===== src/rtl/ppg_timer.sv =====
module ppg_timer #(
  parameter int W = 16
) (
  input  logic         clk,
  input  logic         rst_n,
  input  logic         tick,
  input  logic         run,
  input  logic         wr_en,
  input  logic [1:0]   wr_addr,
  input  logic [W-1:0] wr_data,
  output logic         pulse_out,
  output logic         match_irq
);

  logic [W-1:0] cnt, cmp_lo, cmp_hi, lo_shadow;
  logic         buf_on, act_high, tff, irq_q;

  wire step   = run & tick;
  wire hit_lo = step & (cnt == cmp_lo);
  wire hit_hi = step & (cnt == cmp_hi);
  wire wr_lo  = wr_en & (wr_addr == 2'd0);
  wire wr_hi  = wr_en & (wr_addr == 2'd1);
  wire wr_ctl = wr_en & (wr_addr == 2'd2);

  always_ff @(posedge clk or negedge rst_n) begin
    if (!rst_n) begin
      cnt   <= '0;
      tff   <= 1'b0;
      irq_q <= 1'b0;
    end else if (!run) begin
      cnt   <= '0;
      tff   <= 1'b0;
      irq_q <= 1'b0;
    end else begin
      if (tick) cnt <= hit_hi ? '0 : cnt + 1'b1;
      tff   <= tff ^ hit_lo ^ hit_hi;
      irq_q <= hit_lo | hit_hi;
    end
  end

  always_ff @(posedge clk or negedge rst_n) begin
    if (!rst_n) begin
      cmp_lo    <= '0;
      lo_shadow <= '0;
      cmp_hi    <= '1;
      buf_on    <= 1'b0;
      act_high  <= 1'b0;
    end else begin
      if (wr_lo && !buf_on)      cmp_lo <= wr_data;
      else if (buf_on && hit_hi) cmp_lo <= lo_shadow;
      if (wr_lo) lo_shadow <= wr_data;
      if (wr_hi) cmp_hi <= wr_data;
      if (wr_ctl) begin
        buf_on   <= wr_data[0];
        act_high <= wr_data[1];
      end
    end
  end

  assign pulse_out = tff ^ ~act_high;
  assign match_irq = irq_q;

endmodule



===== config.mk =====
export PLATFORM = sky130hd
export DESIGN_NAME = ppg_timer
export DESIGN_NICKNAME = d
export VERILOG_FILES = /design/src/rtl/ppg_timer.sv
export SDC_FILE = /design/constraint.sdc
export NUM_CORES = 1
export LEC_CHECK = 0
export ABC_AREA = 0
export BUFFER_PORTS_ARGS = -buffer_cell sky130_fd_sc_hd__buf_2
export CELL_PAD_IN_SITES_DETAIL_PLACEMENT = 1
export CELL_PAD_IN_SITES_GLOBAL_PLACEMENT = 1
export CORE_MARGIN = 10
export CORE_UTILIZATION = 51
export DETAILED_ROUTE_END_ITERATION = 6
export PLACE_DENSITY_LB_ADDON = 0.08
export SLEW_MARGIN = 15
export SYNTH_ARGS = -nofsm -noshare
export SYNTH_HDL_FRONTEND = slang
export SYNTH_SLANG_ARGS = --single-unit

===== constraint.sdc =====
create_clock -name clk -period 3.7 [get_ports clk]
set_clock_uncertainty 0.2 [all_clocks]
set_input_delay 0.74 -clock clk [delete_from_list [all_inputs] [get_ports clk]]
set_output_delay 0.74 -clock clk [all_outputs]
set_load 0.02 [all_outputs]

==> PnR_summary.wiki, run 1 <==
{| class="wikitable"
! Metric !! Value
|-
| Post-detailed-route DRC marker count || 0
|-
| Max Cap Viol || 0
|-
| Relative slew slack || a little under a third
|-
| Relative area change from synthesis to final layout || 11.7%
|-
| Tot GR Track Use || between 15 and 20%
|-
| Routed via count || 2410
|-
| Remaining number of nets flagged by the antenna check after routing || 0
|-
| Number of placement rows || 29
|-
| Die span in y || 101 um
|-
| Number of resized instances in the post-cts repair step || 0
|-
| Number of sinks on the clock net || slightly below 70
|-
| Required time reported for the critical path endpoint || approximately 3.8 ns
|-
| Average instance area after synthesis || 10.7 sq um
|-
| Grt total ovfl || 0
|-
| Starting Density || 52.6%
|-
| Vias in the first global route || 2640
|-
| Worst Hold Class || flop to flop
|-
| Worst EP arrival || ~2.9 ns
|-
| Clock Latency Late Sink || approximately 0.34 ns
|-
| Least-Margin Pin Slew || approximately 1.0 ns
|-
| Critical path class || flop to flop
|-
| Fill cell count || a little under 700
|-
| 1st-iter DRT viols || 97
|-
| Core footprint || about 6300 sq um
|-
| Critical Path Start Type || flop
|-
| Setup violations, final || 0
|-
| Register area share after synthesis || between 50% and 60%
|-
| Wire length of the first global-routing pass || around 14 mm
|-
| Cts-stage hold buffer count || 0
|-
| Period utilisation layout || between 70% and 80%
|-
| Root buffer selected by CTS || clkbuf_8
|-
| Number of nets in the layout || between 300 and 400
|-
| Clock tree from TritonCTS || built
|-
| Syn nets || 337
|-
| Maximum root-to-sink buffer count || 2
|-
| Number of antenna violations at the first check in global routing || 0
|-
| Half-perimeter wire length of the detailed placement result || roughly 5.7 mm
|-
| Clock input transition at the sequential cells of the worst setup and hold paths || about 0.07 ns
|-
| Warnings from Yosys || 0
|-
| Max rail drop VDD || 0.000371 V
|-
| Largest net degree at the start of global routing || 69
|-
| Hold violation total from the final report || 0
|-
| I/O Pins || 25
|-
| Fin Hold WS || between 0.3 and 0.4 ns
|-
| Diode insertion count for antenna repair || 0
|-
| Combined area of all synthesized cells || about 3300 sq um
|-
| Horiz. Die Dim || ~100 um
|-
| Highest clock rate || roughly 360 MHz
|-
| Die area || 10200 sq um
|-
| Synthesis-stage register bit count || 68
|-
| Final Max Slew Viols || 0
|-
| Number of unique standard cell types used by synthesis || 35
|-
| CP Max Fanout || 16
|-
| Wire per inst || ~19 um
|-
| RSZ-0062 raised after global routing || no
|-
| Power Density || 507 nW/um^2
|-
| Via density || around 5.8
|-
| Post-CTS setup-driven buffer insertion count || 0
|-
| Leak || 1.59 nW
|-
| Cells after Synth || 313
|-
| Worst Setup End Kind || flop
|-
| Total wire length after detailed routing || 8.00 mm
|-
| Clock buffer count from CTS || 9
|-
| H-tree levels || 3
|-
| Min cycle time layout || about 2.8 ns
|-
| Count of port buffers added during placement || 24
|-
| Run status || completed
|-
| Gpl congestion || approximately 0.82
|-
| First-pass iteration count of the detailed router || 4
|-
| Setup Total Neg Slack || 0 ns
|-
| Ratio of cells with drive above 1 in the final layout || between 20% and 30%
|}
power by group:
part / internal, mW / total (mW) / switching, mW
Sequential: 0.880 / 0.962 / 0.0824
Combinational: 0.138 / 0.262 / 0.124
Clock: 0.377 / 0.667 / 0.290
critical path, stage by stage (launching register included):
cell and delay, ns:
dfrtp_1 0.47, xnor2_1 0.25, nand4_1 0.20, nor4_4 0.56
and4_1 0.69, a21oi_1 0.17, a21oi_1 0.17
area by class of cell:
| class | count | area, sq um | area share, % |
|---|---|---|---|
| timing repair buffer | 29 | 158 | 4.23 |
| multi-input combinational | 222 | 1520 | 40.7 |
| inverter | 5 | 18.8 | 0.503 |
| clock inverter | 7 | 91.3 | 2.45 |
| sequential | 68 | 1720 | 46.2 |
| clock buffer | 9 | 124 | 3.32 |
| tap | 77 | 96.3 | 2.58 |
flip-flops by register name, indices dropped and copies added, names as in the netlist:
name and flops:
match_irq 1, lo_shadow 16, cmp_lo 16, cmp_hi 16
cnt 16, act_high 1, tff 1, buf_on 1
synthesized netlist by cell type (all sizes together):
master  count  share of area (%)
nor2b       4               0.75
nand4       8                1.5
a22oi       4               0.90
buf         6               0.97
clkbuf     12                1.3
xnor2      18                4.7
nor3       12                1.8
xor2       17                4.5
nand3b      2               0.45
a22o        2               0.53
xnor3       1               0.67
or2         3               0.56
or4         1               0.23
o21ai      16                2.4
mux2       34                 11
dfstp      16                 13
o22ai       2               0.37
nor3b       1               0.37
inv         5               0.56
nor2       16                1.8
nand3      10                1.5
mux2i       1               0.30
ha          1               0.37
nand2b      1               0.19
dfrtp      52                 39
and4        1               0.26
nor4        5                1.4
or3         5               0.94
and3        1               0.19
a21oi      21                3.1
a31oi       4               0.75
nand2      31                3.5
routing by layer:
| layer | share of wire (%) | up-vias | GRT usage, % |
|---|---|---|---|
| met1 | 47 | 1238 | 22.5 |
| li1 | - | 1133 | - |
| met2 | 49 | 26 | 27.4 |
| met3 | 2.5 | 13 | 3.91 |
| met5 | 0 | - | 0 |
| met4 | 1.4 | 0 | 5.36 |
layout by cell type, fill, tap and decap left out, drive strengths merged, types with 2 or more instances in the layout:
master,netlist,layout
dfrtp,52,52
mux2,34,34
nand2,31,31
buf,6,29
a21oi,21,21
xnor2,18,18
xor2,17,17
nor2,16,16
o21ai,16,16
dfstp,16,16
nor3,12,12
nand3,10,10
clkbuf,12,9
nand4,8,8
inv,5,5
or3,5,5
nor4,5,5
nor2b,4,4
a22oi,4,4
a31oi,4,4
clkinv,0,4
or2,3,3
nand3b,2,2
a22o,2,2
o22ai,2,2
bufinv,0,2
stage by stage:
step | power (mW) | instance area (sq um) | std cells | util, % | setup WS, ns
global placement | 1.23 | 3510 | 401 | 55.3 | 0.976
detailed placement | 1.24 | 3510 | 401 | 55.3 | 0.870
finish | 1.89 | 3730 | 417 | 58.7 | 0.910
global route | 1.99 | 3730 | 417 | 58.7 | 0.650
floorplan | 1.14 | 3340 | 313 | - | 1.47
CTS | 1.91 | 3730 | 417 | 58.7 | 0.839
kinds of logic after synthesis:
| logic type | count (synthesis) | synth area share (%) |
|---|---|---|
| muxes | 35 | 11.8 |
| adders and majority gates | 1 | 0.375 |
| buffers and inverters | 23 | 2.89 |
| xor gates and xnor gates | 36 | 9.86 |
| DFF | 68 | 51.6 |
| AOI/OAI and AO/OA | 49 | 8.10 |
| and+or+nand+nor | 101 | 15.4 |
worst paths after layout:
check	start	to	slack, ns	depth (start not counted)
worst max-delay path	cnt[2]	cmp_lo[2]	0.91	6
worst min-delay path	lo_shadow[7]	lo_shadow[7]	0.31	1
worst max register to register	cnt[2]	cmp_lo[2]	0.91	6
worst min register to register	lo_shadow[7]	lo_shadow[7]	0.31	1
max in group asynchronous	rst_n	lo_shadow[10]	2.35	2
min in group asynchronous	rst_n	act_high	0.38	2
(Power assumes the default switching activity.)
==> inputs of run 2 (changes only) <==
--- a/config.mk
+++ b/config.mk
@@ -5,12 +5,12 @@
 export SDC_FILE = /design/constraint.sdc
 export NUM_CORES = 1
 export LEC_CHECK = 0
-export ABC_AREA = 0
+export ABC_AREA = 1
 export BUFFER_PORTS_ARGS = -buffer_cell sky130_fd_sc_hd__buf_2
 export CELL_PAD_IN_SITES_DETAIL_PLACEMENT = 1
 export CELL_PAD_IN_SITES_GLOBAL_PLACEMENT = 1
 export CORE_MARGIN = 10
-export CORE_UTILIZATION = 51
+export CORE_UTILIZATION = 40
 export DETAILED_ROUTE_END_ITERATION = 6
 export PLACE_DENSITY_LB_ADDON = 0.08
 export SLEW_MARGIN = 15
==> constraint.sdc (replaced) <==
create_clock -name clk -period 2.3 [get_ports clk]
set_clock_uncertainty 0.2 [all_clocks]
set_input_delay 0.46 -clock clk [delete_from_list [all_inputs] [get_ports clk]]
set_output_delay 0.46 -clock clk [all_outputs]
set_load 0.02 [all_outputs]
==> run 2 against run 1 <==
First-iteration DRC count is 3.1% lower; clock power is 54% higher; largest cell class unchanged; critical path type unchanged; final area is 10% higher; register-to-register slack worse by 0.68 ns.
==> PnR_summary.wiki, run 2 <==
{| class="wikitable"
! Metric !! Value
|-
| Die span in y || 115 um (+14%)
|-
| Synth top area cells || dfrtp_1, nand2_1, dfstp_2, o21ai_0, inv_1
|-
| Number of placement rows || 34 (+17%)
|-
| Starting Density || 41.3% (-11 points)
|-
| Final Max Slew Viols || 0 (unchanged)
|-
| Clock tree from TritonCTS || built
|-
| Routed via count || 3131 (+30%)
|-
| Share of flip-flops with an asynchronous set or reset after synthesis || 100% (unchanged)
|-
| Synthesis-stage register bit count || 68 (unchanged)
|-
| Largest net degree at the start of global routing || 69 (unchanged)
|-
| Via density || 4.97 (-14%)
|-
| Post-detailed-route DRC marker count || 0 (unchanged)
|-
| Half-perimeter wire length of the detailed placement result || 7.41 mm (+30%)
|-
| R2R depth || 12 (+6)
|-
| Post-synth EDFFs || 0 (unchanged)
|-
| Power Density || 774 nW/um^2 (+53%)
|-
| Period utilisation layout || 90.1% (+15 points)
|-
| Portion of synthesized cell area occupied by the leading cell type || 35.9% (-3.1 points)
|-
| Worst Hold Class || input port to flop
|-
| Wire length of the first global-routing pass || 16.8 mm (+22%)
|-
| Critical path class || flop to flop
|-
| Relative slew slack || 50.7% (+20 points)
|-
| Least-Margin Pin Slew || 0.738 ns (-0.297 ns)
|-
| Worst Setup End Kind || flop
|-
| I/O Pins || 25 (unchanged)
|-
| Total wire length after detailed routing || 9.85 mm (+23%)
|-
| Cell count of the worst hold path || 3 (+2)
|-
| Prevailing post-synth register cell || dfrtp_1
|-
| Cell type with the largest total area after synthesis || dfrtp_1
|-
| Register area share after synthesis || 47.5% (-4.1 points)
|-
| Maximum root-to-sink buffer count || 2 (unchanged)
|-
| Min cycle time layout || 2.07 ns (-0.718 ns)
|-
| Tot GR Track Use || 16.0% (-1.1 points)
|-
| Worst setup slack before clock tree synthesis || 0.166 ns (-0.704 ns)
|-
| Setup violations, final || 0 (unchanged)
|-
| Worst Slack Setup Final || 0.228 ns (-0.682 ns)
|-
| Commonest cells after routing, fill and taps aside || nand2_1, inv_1, o21ai_0
|-
| Average instance area after synthesis || 7.43 sq um (-30%)
|-
| Die area || 13300 sq um (+30%)
|-
| Vias in the first global route || 3256 (+23%)
|-
| Core footprint || 8760 sq um (+38%)
|-
| Diode insertion count for antenna repair || 0 (unchanged)
|-
| Number of unique standard cell types used by synthesis || 27 (-23%)
|-
| Post-layout util || 46.9% (-12 points)
|-
| Clock input transition at the sequential cells of the worst setup and hold paths || 0.08 ns (about the same)
|-
| Remaining number of nets flagged by the antenna check after routing || 0 (unchanged)
|-
| Grt total ovfl || 0 (unchanged)
|-
| Horiz. Die Dim || 115 um (+14%)
|-
| Cells after Synth || 488 (+56%)
|-
| Relative area change from synthesis to final layout || 13.5%
|-
| Gpl congestion || 0.815 (-0.45%)
|-
| 1st-iter DRT viols || 94 (-3.1%)
|-
| Max rail drop VDD || 0.000323 V (-13%)
|-
| Clock buffer count from CTS || 9 (unchanged)
|-
| Combined area of all synthesized cells || 3620 sq um (+8.6%)
|-
| Warnings from Yosys || 0 (unchanged)
|-
| Leak || 2.08 nW (+31%)
|-
| Ratio of cells with drive above 1 in the final layout || 14.2% (-15 points)
|-
| Most common library cell in the layout ignoring fill and taps || nand2_1
|-
| Clock Latency Late Sink || 0.35 ns (about the same)
|-
| CP Max Fanout || 17 (+1)
|-
| Wire per inst || 15.6 um (-18%)
|-
| Number of nets in the layout || 541 (+51%)
|-
| H-tree levels || 3 (unchanged)
|-
| Highest clock rate || 483 MHz (+35%)
|-
| Number of sinks on the clock net || 68 (unchanged)
|-
| Run status || completed
|-
| Required time reported for the critical path endpoint || 2.39 ns (-1.38 ns)
|-
| RSZ-0062 raised after global routing || no
|-
| Root buffer selected by CTS || clkbuf_8
|-
| Count of port buffers added during placement || 24 (unchanged)
|-
| Most frequent cell after synthesis || nand2_1
|-
| Number of antenna violations at the first check in global routing || 0 (unchanged)
|-
| Setup Total Neg Slack || 0 ns (unchanged)
|-
| Syn nets || 512 (+52%)
|-
| Most used standard cells in the synthesized netlist || nand2_1, inv_1, o21ai_0, dfrtp_1, nand3_1
|-
| Worst EP arrival || 2.16 ns (-0.70 ns)
|-
| Critical Path Start Type || flop
|-
| Hold violation total from the final report || 0 (unchanged)
|-
| First-pass iteration count of the detailed router || 4 (unchanged)
|-
| Max Cap Viol || 0 (unchanged)
|}
## run 2: changes by cell type after synthesis, sizes merged, moves of 5 or more
cell	delta
nand3	+22
or3	-5
o21ai	+43
nor3	-7
xnor2	-16
nand2	+143
a21oi	-17
inv	+60
nor2	+15
o22ai	+6
mux2	-34
## run 2: where the power goes
group | switching, mW | internal [mW]
Combinational | 0.355 | 0.231
Clock | 0.478 | 0.557
Sequential | 0.161 | 1.40
Total | 0.994 | 2.19
## run 2: logic make-up after synthesis
family,Yosys count,synth area share [%]
AO/OA/AOI/OAI,72,10.4
XOR/XNOR,20,4.83
adder cells (fa/ha/maj),1,0.345
buffers and inverters,78,8.39
flip-flops,68,47.5
AND/OR/NAND/NOR,249,28.5
## run 2: path summary, 6_finish.rpt
check	from	endpoint	slack [ns]
min in group asynchronous	rst_n	cnt[2]	0.45
worst min register to register	lo_shadow[9]	lo_shadow[9]	0.29
worst max register to register	cmp_hi[0]	cmp_lo[9]	0.23
worst max-delay path	cmp_hi[0]	cmp_lo[9]	0.23
max in group asynchronous	rst_n	cmp_hi[10]	1.08
worst min-delay path	wr_data[13]	cmp_lo[13]	0.17
## run 2: layer usage
| metal | global-route usage, % | up-vias | wire (um) |
|---|---|---|---|
| li1 | - | 1590 | - |
| met4 | 4.62 | 0 | 126 |
| met2 | 24.0 | 33 | 4380 |
| met3 | 3.54 | 13 | 284 |
| met1 | 22.6 | 1495 | 5060 |
| met5 | 0 | - | 0 |
## run 2: stage by stage
stage                     hold WS [ns]  area [sq um]  std cells  total power [mW]
final                            0.170          4110        630              3.18
after global placement           0.267          3860        611              2.14
after floorplan                -0.0356          3620        488              1.95
after global routing             0.179          4110        630              3.41
after detailed placement         0.274          3860        611              2.17
after CTS                        0.161          4070        628              3.21
## run 2: timing repair
action	4_1_cts	5_1_grt
endpoints found under the setup margin	0	15
resized for setup	0	4
buffers inserted	0	2
hold buffers	1	0
hold endpoints to repair	52	0
## run 2: layout make-up
type	count	area (sq um)
fill	1111	4650
timing repair buffer	31	188
clock buffer	12	155
clock inverter	4	47.5
tap	108	135
inverter	65	244
sequential	68	1720
multi-input combinational	342	1620
## run 2: worst max-delay path, cell delays in order (launching register included)
cell	delay [ns]
dfstp_2	0.56
inv_1	0.04
nand2_1	0.05
nand2_1	0.05
nor2_1	0.09
nand2_1	0.09
nor2_2	0.16
nand2_1	0.10
nor2_4	0.23
nand2_8	0.15
nand2_8	0.14
nand2_1	0.09
nand2_1	0.06
==> inputs of run 3 (changes only) <==
--- a/config.mk
+++ b/config.mk
@@ -12,8 +12,8 @@
 export CORE_MARGIN = 10
 export CORE_UTILIZATION = 40
 export DETAILED_ROUTE_END_ITERATION = 6
-export PLACE_DENSITY_LB_ADDON = 0.08
-export SLEW_MARGIN = 15
+export PLACE_DENSITY_LB_ADDON = 0.1
+export SLEW_MARGIN = 20
 export SYNTH_ARGS = -nofsm -noshare
 export SYNTH_HDL_FRONTEND = slang
 export SYNTH_SLANG_ARGS = --single-unit
==> run 3 against run 2 <==
Sequential power about the same; via count increased by 1.8%; cell count increased by 0.48%; maximum frequency decreased by 2.6%; global-route usage increased by 0.21 points; final area increased by 1.5%; combinational power increased by 3%; critical path depth unchanged; critical path type unchanged.
==> PnR_summary.wiki, run 3 (synthesis results as in run 2) <==
{| class="wikitable"
! Metric !! Value
|-
| Count of port buffers added during placement || 24 (unchanged)
|-
| Routed via count || 3188 (+1.8%)
|-
| Wire length of the first global-routing pass || 17.1 mm (+1.7%)
|-
| Leak || 2.12 nW (+1.8%)
|-
| Post-detailed-route DRC marker count || 0 (unchanged)
|-
| CP max stage cell || dfstp_2
|-
| Clock Latency Late Sink || 0.36 ns (about the same)
|-
| Worst Setup End Kind || flop
|-
| Starting Density || 41.3% (unchanged)
|-
| Root buffer selected by CTS || clkbuf_8
|-
| I/O Pins || 25 (unchanged)
|-
| Wire per inst || 16.5 um (+5.6%)
|-
| Tot GR Track Use || 16.2% (+0.21 points)
|-
| Least-Margin Pin Slew || 0.530 ns (-0.209 ns)
|-
| Setup Total Neg Slack || 0 ns (unchanged)
|-
| Most common library cell in the layout ignoring fill and taps || nand2_1
|-
| Commonest cells after routing, fill and taps aside || nand2_1, inv_1, o21ai_0
|-
| Diode insertion count for antenna repair || 0 (unchanged)
|-
| Footprint of the multi-input gates || 1650 sq um (+2.1%)
|-
| Remaining number of nets flagged by the antenna check after routing || 0 (unchanged)
|-
| Period utilisation layout || 92.5% (+2.4 points)
|-
| Min cycle time layout || 2.13 ns (+0.0552 ns)
|-
| Fin Hold WS || 0.153 ns (-0.0173 ns)
|-
| Worst min-delay path startpoint || wr_data[14]
|-
| Worst Hold Class || input port to flop
|-
| Pwr Total || 3.33 mW (+4.8%)
|-
| Critical path class || flop to flop
|-
| Max Cap Viol || 0 (unchanged)
|-
| CP peak stage delay || 0.56 ns (about the same)
|-
| Worst Slack Setup Final || 0.173 ns (-0.0552 ns)
|-
| Destination of the critical timing path || cmp_lo[9]
|-
| R2R Path Start || cmp_hi[0]
|-
| Relative area change from synthesis to final layout || 15.2%
|-
| Number of sinks on the clock net || 68 (unchanged)
|-
| Most common cell on crit path || nand2_1
|-
| Clock input transition at the sequential cells of the worst setup and hold paths || 0.09 ns (about the same)
|-
| Clock tree from TritonCTS || built
|-
| Reg area || 1720 sq um (about the same)
|-
| Number of placement rows || 34 (unchanged)
|-
| Max rail drop VDD || 0.000476 V (+48%)
|-
| 1st-iter DRT viols || 159 (+69%)
|-
| Critical Path Start Type || flop
|-
| CP Max Fanout || 7 (-10)
|-
| Run status || completed
|-
| Half-perimeter wire length of the detailed placement result || 7.51 mm (+1.4%)
|-
| Hold violation total from the final report || 0 (unchanged)
|-
| Worst setup slack before clock tree synthesis || 0.135 ns (-0.0302 ns)
|-
| Power Density || 799 nW/um^2 (+3.2%)
|-
| Endpoint of the worst register-to-register path || cmp_lo[9]
|-
| Largest net degree at the start of global routing || 46 (-33%)
|-
| Vias in the first global route || 3372 (+3.6%)
|-
| Number of nets in the layout || 544 (+0.55%)
|-
| Maximum root-to-sink buffer count || 2 (unchanged)
|-
| Die area || 13300 sq um (unchanged)
|-
| Cell Chain, Critical Path || inv_1, nand2_1, nand2_1, nor2_1, nand2_1, nor2_2, nand2_1, nor2_4, nand2_8, nand2_8, nand2_1, nand2_1
|-
| First-pass iteration count of the detailed router || 4 (unchanged)
|-
| R2R depth || 12 (unchanged)
|-
| Final Max Slew Viols || 0 (unchanged)
|-
| Fill cell count || 1119 (+0.72%)
|-
| Highest clock rate || 470 MHz (-2.6%)
|-
| Setup violations, final || 0 (unchanged)
|-
| Gpl congestion || 0.788 (-3.2%)
|-
| Via density || 5.04 (+1.3%)
|-
| Ratio of cells with drive above 1 in the final layout || 14.9% (+0.68 points)
|-
| Setup slack, reg-to-reg || 0.17 ns (-0.06 ns)
|-
| H-tree levels || 3 (unchanged)
|-
| Clock buffer count from CTS || 9 (unchanged)
|-
| Total wire length after detailed routing || 10.5 mm (+6.1%)
|-
| Worst EP arrival || 2.20 ns (+0.04 ns)
|-
| Required time reported for the critical path endpoint || 2.38 ns (about the same)
|-
| Relative slew slack || 64.7% (+14 points)
|-
| Die span in y || 115 um (unchanged)
|-
| Core footprint || 8760 sq um (unchanged)
|-
| Number of antenna violations at the first check in global routing || 0 (unchanged)
|-
| Timing startpoint of the critical path || cmp_hi[0]
|-
| Grt total ovfl || 0 (unchanged)
|-
| Horiz. Die Dim || 115 um (unchanged)
|}
-- run 3: area by class of cell --
| class | count | area share (%) |
|---|---|---|
| Timing Repair Buffer | 31 | 4.50 |
| Clock inverter | 5 | 2.04 |
| Multi-Input combinational cell | 345 | 39.6 |
| Clock buffer | 11 | 3.39 |
| Tap cell | 108 | 3.24 |
| Sequential cell | 68 | 41.3 |
| Inverter | 65 | 5.91 |
-- run 3: worst min path at each step --
stage	to	cells past startpoint
2_1_floorplan	act_high	0
3_3_place_gp	cnt[2]	1
3_5_place_dp	cnt[2]	1
4_1_cts	cmp_hi[14]	3
5_1_grt	cmp_hi[14]	3
6_report	cmp_hi[14]	3
-- run 3: timing repair --
| item | in CTS | in global routing |
|---|---|---|
| gates resized for setup | 0 | 7 |
| hold endpoints to repair | 13 | 0 |
| setup buffers | 0 | 1 |
| setup endpoints to repair | 0 | 17 |
| hold buffers | 1 | 0 |
-- run 3: report_power, final --
part           switching [mW]  total [mW]  leakage (nW)  internal [mW]
Combinational           0.372       0.605          1.16          0.233
Clock                   0.511        1.16         0.110          0.647
Sequential              0.172        1.57         0.846           1.40
Total                    1.05        3.33          2.12           2.28
-- run 3: layer usage --
layer  track usage [%]  share of wire (%)  wire length [um]  vias to the layer above
li1                  -                  -                 -                     1600
met1              22.6                 50              5190                     1547
met2              25.1                 48              4980                       39
met3              3.23                2.4               248                        2
met4              4.21               0.33                35                        0
met5                 0                  0                 0                        -
-- run 3: through the flow --
stage | area [sq um] | std cells | util, %
3_5_place_dp | 3870 | 612 | 44.1
4_1_cts | 4110 | 629 | 46.8
3_3_place_gp | 3870 | 612 | 44.1
2_1_floorplan | 3620 | 488 | -
5_1_grt | 4170 | 633 | 47.6
6_report | 4170 | 633 | 47.6
-- run 3: worst max-delay path: cells and delay by family, from the launching register on --
kind,cells,cell delay (ns)
and+or+nand+nor,11,1.25
DFF,1,0.56
buffers and inverters,1,0.04
